$ cat src/rtl/irq_prio_ctrl.sv
module irq_prio_ctrl #(
  parameter logic [15:0] VEC_BASE = 16'h0003,
  parameter int          VEC_STEP = 8
) (
  input  logic        clk,
  input  logic        rst_n,
  input  logic [1:0]  ext_n,
  input  logic [1:0]  ext_edge_mode,
  input  logic [1:0]  tmr_ovf,
  input  logic        ser_rx_req,
  input  logic        ser_tx_req,
  input  logic        tmr2_req,
  input  logic [7:0]  en_reg,
  input  logic [7:0]  pri_reg,
  input  logic        ack,
  input  logic        reti,
  output logic        irq_valid,
  output logic        irq_level,
  output logic [2:0]  irq_src,
  output logic [15:0] irq_vector,
  output logic [3:0]  flag_q,
  output logic [1:0]  in_svc
);
  localparam int NSRC = 6;

  logic [1:0] ext_prev, ext_flag, tmr_flag, ext_src;
  logic [NSRC-1:0] req, act, hi, lo;
  logic [2:0] hi_idx, lo_idx;
  logic hi_any, lo_any, use_hi, use_lo, take;

  assign ext_src = (ext_edge_mode & ext_flag) | (~ext_edge_mode & ~ext_n);
  assign req = {tmr2_req, ser_rx_req | ser_tx_req, tmr_flag[1], ext_src[1], tmr_flag[0], ext_src[0]};
  assign act = req & en_reg[NSRC-1:0] & {NSRC{en_reg[7]}};
  assign hi  = act & pri_reg[NSRC-1:0];
  assign lo  = act & ~pri_reg[NSRC-1:0];

  always_comb begin
    hi_idx = '0;
    lo_idx = '0;
    for (int n = NSRC-1; n >= 0; n--) begin
      if (hi[n]) hi_idx = 3'(n);
      if (lo[n]) lo_idx = 3'(n);
    end
  end

  assign hi_any = |hi;
  assign lo_any = |lo;
  assign use_hi = hi_any & ~in_svc[1];
  assign use_lo = ~hi_any & lo_any & (in_svc == 2'b00);

  assign irq_valid  = use_hi | use_lo;
  assign irq_level  = use_hi;
  assign irq_src    = use_hi ? hi_idx : lo_idx;
  assign irq_vector = VEC_BASE + 16'(VEC_STEP) * {13'd0, irq_src};
  assign take       = ack & irq_valid;
  assign flag_q     = {tmr_flag[1], ext_flag[1], tmr_flag[0], ext_flag[0]};

  always_ff @(posedge clk or negedge rst_n) begin
    if (!rst_n) begin
      ext_prev <= 2'b11;
      ext_flag <= 2'b00;
      tmr_flag <= 2'b00;
    end else begin
      ext_prev <= ext_n;
      for (int i = 0; i < 2; i++) begin
        if (!ext_edge_mode[i])
          ext_flag[i] <= 1'b0;
        else if (ext_prev[i] && !ext_n[i])
          ext_flag[i] <= 1'b1;
        else if (take && irq_src == 3'(2*i))
          ext_flag[i] <= 1'b0;
        if (tmr_ovf[i])
          tmr_flag[i] <= 1'b1;
        else if (take && irq_src == 3'(2*i+1))
          tmr_flag[i] <= 1'b0;
      end
    end
  end

  always_ff @(posedge clk or negedge rst_n) begin
    if (!rst_n) begin
      in_svc <= 2'b00;
    end else begin
      logic [1:0] nxt;
      nxt = in_svc;
      if (reti) begin
        if (nxt[1]) nxt[1] = 1'b0;
        else        nxt[0] = 1'b0;
      end
      if (take) nxt[irq_level] = 1'b1;
      in_svc <= nxt;
    end
  end
endmodule

$ cat config.mk
export PLATFORM = sky130hd
export DESIGN_NAME = irq_prio_ctrl
export DESIGN_NICKNAME = d
export VERILOG_FILES = /design/src/rtl/irq_prio_ctrl.sv
export SDC_FILE = /design/constraint.sdc
export NUM_CORES = 1
export LEC_CHECK = 0
export ABC_AREA = 1
export BUFFER_PORTS_ARGS = -buffer_cell sky130_fd_sc_hd__clkbuf_2
export CORE_MARGIN = 1.5
export CORE_UTILIZATION = 42
export CTS_CLUSTER_SIZE = 8
export DETAILED_ROUTE_END_ITERATION = 8
export PLACE_DENSITY = 0.8
export SYNTH_ARGS = -nofsm -noshare
export SYNTH_HDL_FRONTEND = slang
export SYNTH_SLANG_ARGS = --single-unit
$ cat constraint.sdc
create_clock -name clk -period 1.9 [get_ports clk]
set_input_delay 0.38 -clock clk [delete_from_list [all_inputs] [get_ports clk]]
set_output_delay 0.38 -clock clk [all_outputs]
set_load 0.02 [all_outputs]
==> impl_results.md, run 1 <==
* Status: finished, violations left
* Failing checks: negative setup slack
* Fin crit period at 1.996 ns
* Max-slew violations at 0
* Final setup TNS at -0.4703 ns
* Row Count at 16
* Htree depth at 1
* Ports at 56
* Placer Congestion at 0.8666
* Die Span X at 48.27 um
* Worst clock skew at 0.001592 ns
* Drt drc at 0
* Seq/Total Area, Yosys at 0.2355
* Final Setup Violations at 7
* Global route total overflow at 0
* Reg-to-reg startpoint: ext_flag[0]$_DFFE_PN0P_
* Pwr Density at 640.1 mW/mm2
* Initial antenna violation count at 0
* Netlist cell types at 23
* Starting Density at 0.4433
* Cell Area, Placed at 0.001041 mm2
* FFs w/ async S/R, synth at 1.000
* Share of cells above drive strength 1 at 0.4972
* Wire per inst at 11.48 um
* WHS Path Cells at 1
* Final hold slack at 0.2296 ns
* Setup WS post-layout at -0.09602 ns
* Mean Syn Cell Area at 6.622 um2
* Reg2reg end: ext_flag[1]$_DFFE_PN0P_
* Mapped Area at 860.8 um2
* Critical path data required time at 1.52 ns
* Vias at 922
* Synth cell count leaders: 42 x nand2_1, 18 x inv_1, 16 x buf_4
* Top-count cell post-synth: nand2_1
* Worst Hold Class: input port to register
* WL final at approximately 2.3 mm
* DRT antenna net count at 0
* Non-Filler Instances at 204
* Pwr Total at 0.8113 mW
* Yosys reg bits at 8
* Drt pass-1 iters at 4
* Critical Path Fanout Max at 3
* Critical Path AT at 1.62 ns
* Hold_sp: ext_n[1]
* Max Cap Viol at 0
* Vias per cell at 4.520
* Clock transition at the registers of the reported paths at 0.05 ns
* Core Region at between 0.0015 and 0.002 mm2
* Top cells by area, synth: nand2_1 18%, dfrtp_1 17%, buf_4 14%
* Clk sinks at 8
* Cell count after synthesis at 130
* Final hold viol count at 0
* Ant. Diodes at 0
* HPWL after DPL at 1.590 mm
* Initial DRC count at 10
* Crit path launch: ext_flag[0]$_DFFE_PN0P_
* Root buf cell: clkbuf_4
* Final period util at 1.051
* End of the worst hold path: ext_prev[1]$_DFF_PN1_
* Warnings, synthesis at 0
* FF-to-FF path depth at 15
* First-pass GRT wire length at 3.381 mm
* Final Instance Area at ~0.0013 mm2
* Synth top area share at 0.1831
* Die height at 48.27 um
* Vias in the first global route at 843
* Placed cell count at 192
* Crit Path Category: register to primary output
* VDD IR max at 0.5383 mV
* Port Buf Inserts at 39
* Number of buffers created by CTS at 3
* Nets@finish at 208
* Primary FF master, synth: dfrtp_1
* Maximum clock path buffer count at 2
* Post-synth EDFFs at 0
* Clk_lat worst skew at 0.26 ns
* Leading area contributor after synthesis: nand2_1
* Lkg Pwr at 0.7551 nW
* GRT Total Usage at 0.2162
* Layout area overhead at 47.24%
* F_max at 501.0 MHz
* RSZ-0062 raised after global routing: yes
* Startpoint types: register
* R2R Setup Slk at 0.10 ns
* Die ar. at about 0.0023 mm2
* CTS tree: built
* Largest net degree at the start of global routing at 9
* Worst Setup End Kind: primary output
-- power breakdown --
group	switching [mW]	leakage [nW]	internal (mW)	total, mW
clock	0.0599	0.0138	0.0724	0.132
sequential	0.0146	0.0911	0.191	0.206
combinational	0.271	0.650	0.202	0.473
total	0.345	0.755	0.466	0.811
-- layout make-up --
class	count	area [um2]
clock buffer	3	22.52
fill	161	674.4
inverter	21	78.83
multi-input combinational	95	566.8
sequential	8	202.7
tap	27	33.78
timing repair buffer	50	362.8
-- routing by layer --
layer	GRT usage	vias to the layer above	part of all wire
met5	0	-	0
met4	0.1351	0	0.032
met3	0.02222	9	0.058
met2	0.4079	43	0.55
met1	0.2235	406	0.36
li1	-	464	-
-- timing repair --
item | 4_1_cts | 5_1_grt
pin swaps | 8 | 9
hold buffers | 1 | 0
gates resized for setup | 24 | 12
setup endpoints to repair | 7 | 7
buffers inserted | 6 | 2
endpoints found under the hold margin | 6 | 0
-- per-stage QoR --
stage                       util  setup WS, ns
after floorplan                -       0.04820
after global placement    0.5361     -0.007960
after detailed placement  0.5361      -0.05889
after CTS                 0.6289      -0.08996
after global routing      0.6527       -0.1515
final                     0.6527      -0.09602
-- registers in the layout (all words and copies together) (netlist names) --
name	count
ext_flag	2
ext_prev	2
in_svc	2
tmr_flag	2
-- cell usage in the layout (no fill, tap or decap) --
master / netlist / routed
buf_4: 16 / 9
buf_12: 0 / 1
nor2_1: 5 / 4
nand3_2: 6 / 5
o22ai_1: 1 / 1
clkbuf_4: 0 / 3
nand3b_1: 2 / 2
o21ai_4: 0 / 1
dlygate4sd3_1: 0 / 1
nand2_2: 6 / 10
dfstp_2: 2 / 2
o21ai_0: 1 / 1
buf_8: 0 / 7
nand2_4: 2 / 6
nand3_1: 4 / 4
nand2_1: 42 / 34
a21oi_1: 2 / 1
inv_2: 3 / 3
dfrtp_1: 6 / 6
inv_1: 18 / 18
nand4_1: 4 / 4
nor2_4: 1 / 2
a21oi_4: 0 / 1
o21bai_4: 1 / 1
nand3_4: 0 / 1
o21ai_2: 1 / 1
conb_1: 2 / 13
clkbuf_2: 0 / 32
nor2_2: 3 / 3
-- how the worst max path moves through the flow --
stage | end | slack (ns) | cells after the start
floorplan | irq_vector[3] | 0.05 | 10
global placement | irq_src[0] | -0.008 | 11
detailed placement | irq_src[0] | -0.06 | 11
CTS | irq_src[0] | -0.09 | 10
global route | irq_src[2] | -0.15 | 8
finish | irq_src[0] | -0.1 | 10
-- critical path, cell delays in order, from the launching register on --
cell	delay, ns
dfrtp_1	0.40
nand2_2	0.11
o21ai_4	0.08
nand3_2	0.08
nand2_2	0.08
nand2_4	0.09
nand2_4	0.07
nor2_4	0.14
nand2_2	0.09
nand2_4	0.10
buf_8	0.12
-- logic make-up after synthesis --
logic type             after synthesis  share of synthesized area
AO/OA/AOI/OAI                        7                    0.06250
flip-flops                           8                     0.2355
AND/OR/NAND/NOR                     75                     0.4491
other                                2                   0.008724
buffers and inverters               38                     0.2442
Power figures use the tool's default switching activity.
==> run 2, diff against run 1 <==
Settings changed: SETUP_SLACK_MARGIN from default to 0.05.
==> impl_results.md, run 2 (synthesis gave the netlist of run 1 again) <==
* Status: finished, violations left
* Failing checks: negative setup slack
* Placed cell count at 192 (unchanged)
* DRT antenna net count at 0 (unchanged)
* WHS Path Cells at 1 (unchanged)
* Clk sinks at 8 (unchanged)
* Critical Path Fanout Max at 2 (-1)
* Lkg Pwr at 0.8249 nW (+9.2%)
* Initial antenna violation count at 0 (unchanged)
* RSZ-0062 raised after global routing: yes
* Clock transition at the registers of the reported paths at 0.06 ns (about the same)
* Fin crit period at 1.983 ns (-0.01267 ns)
* GRT Total Usage at 0.2426 (+0.02637)
* Final Setup Violations at 8 (+1)
* Maximum clock path buffer count at 2 (unchanged)
* Pwr Density at 606.0 mW/mm2 (-5.3%)
* First-pass GRT wire length at 3.898 mm (+15%)
* Crit path top cell by count: buf_4
* Final hold viol count at 0 (unchanged)
* Root buf cell: clkbuf_4
* Max stage delay on crit path at 0.39 ns (about the same)
* Port Buf Inserts at 39 (unchanged)
* Ports at 56 (unchanged)
* Crit Path Category: register to register
* Clk_lat worst skew at 0.26 ns (about the same)
* Wire per inst at 11.67 um (+1.6%)
* Global route total overflow at 0 (unchanged)
* Layout area overhead at 64.39%
* Die height at 48.27 um (unchanged)
* Nets@finish at 224 (+7.7%)
* F_max at 504.2 MHz (+0.64%)
* CP max stage cell: dfrtp_1
* Placer Congestion at 0.8655 (-0.13%)
* WL final at 2.567 mm (+9.6%)
* Pwr Total at 0.8576 mW (+5.7%)
* Final period util at 1.044 (-0.006666)
* Max Cap Viol at 0 (unchanged)
* Setup WS post-layout at -0.08336 ns (+0.01267 ns)
* Vias per cell at 4.550 (+0.67%)
* Row Count at 16 (unchanged)
* Cell Chain, Critical Path: nand2_2, buf_4, buf_4, buf_4, buf_4, buf_4, buf_4, buf_4, buf_4, buf_4, buf_6, buf_6, inv_2, nand2_1, nand2_1
* Die ar. at 0.002330 mm2 (unchanged)
* Largest net degree at the start of global routing at 9 (unchanged)
* Core Region at 0.001942 mm2 (unchanged)
* Vias at 1,001 (+8.6%)
* Vias in the first global route at 952 (+13%)
* Max-slew violations at 0 (unchanged)
* Most frequent cells in the layout: 32 x nand2_1, 31 x clkbuf_2, 21 x buf_4
* Drt pass-1 iters at 4 (unchanged)
* Ant. Diodes at 0 (unchanged)
* Most common cell after layout, fill and taps aside: nand2_1
* Critical path data required time at 2.10 ns (+0.58 ns)
* Final Util at 0.7287 (+0.07603)
* FF-to-FF path depth at 15 (unchanged)
* Worst Setup End Kind: register
* VDD IR max at 0.4471 mV (-17%)
* Non-Filler Instances at 220 (+7.8%)
* CTS tree: built
* Initial DRC count at 28 (+18)
* HPWL after DPL at 1.572 mm (-1.2%)
* Number of buffers created by CTS at 3 (unchanged)
* Drt drc at 0 (unchanged)
* Worst Hold Class: input port to register
* Critical Path AT at 2.18 ns (+0.56 ns)
* Worst clock skew at 0.003793 ns (+0.002201 ns)
* Share of cells above drive strength 1 at 0.5699 (+0.07277)
* Htree depth at 1 (unchanged)
* Die Span X at 48.27 um (unchanged)
* Starting Density at 0.4433 (unchanged)
* Startpoint types: register
run 2: critical path: cells and delay by family, from the launching register on:
kind          cells  cell delay [ns]
buf+inv          12             1.34
simple gates      3             0.20
flops             1             0.39
run 2: per-layer routing:
| metal | track usage | wire (um) |
|---|---|---|
| met3 | 0.03704 | 136 |
| met4 | 0.06486 | 23 |
| met5 | 0 | 0 |
| met2 | 0.4632 | 1399 |
| met1 | 0.2748 | 1008 |
run 2: final timing paths:
check	start	endpoint	slack (ns)
max	ext_flag[0]$_DFFE_PN0P_	ext_flag[0]$_DFFE_PN0P_	-0.08
min	ext_n[1]	ext_prev[1]$_DFF_PN1_	0.23
max reg2reg	ext_flag[0]$_DFFE_PN0P_	ext_flag[0]$_DFFE_PN0P_	-0.08
min reg2reg	ext_prev[1]$_DFF_PN1_	ext_flag[1]$_DFFE_PN0P_	0.51
max in group asynchronous	rst_n	ext_prev[1]$_DFF_PN1_	1.13
min in group asynchronous	rst_n	ext_flag[0]$_DFFE_PN0P_	0.51
run 2: repair_timing:
item / CTS / global route
buffers inserted: 24 / 3
hold buffers: 1 / 0
pin swaps: 13 / 17
endpoints found under the hold margin: 6 / 0
gates resized for setup: 26 / 20
endpoints found under the setup margin: 7 / 12
run 2: layout make-up:
| cell class | instances | area (um2) |
|---|---|---|
| Tap cell | 27 | 33.78 |
| Sequential cell | 8 | 202.7 |
| Timing Repair Buffer | 66 | 493.0 |
| Fill cell | 150 | 526.8 |
| Multi-Input combinational cell | 95 | 584.3 |
| Inverter | 21 | 78.83 |
| Clock buffer | 3 | 22.52 |
run 2: power by group:
part	internal [mW]	switching [mW]	leakage, nW
sequential	0.191	0.0143	0.0911
clock	0.0726	0.0632	0.0138
combinational	0.234	0.282	0.720
total	0.498	0.359	0.825
run 2: per-stage QoR:
stage                     hold WS [ns]  setup slack [ns]  area, um2  setup TNS, ns
after floorplan                0.08441           0.05846      920.9              0
after global placement          0.2354          0.001273       1033              0
after detailed placement        0.2413          -0.04606       1033       -0.09060
after CTS                       0.2328          -0.06434       1360        -0.2558
after global routing            0.2387           -0.1334       1415         -1.029
final                           0.2347          -0.08336       1415        -0.5203
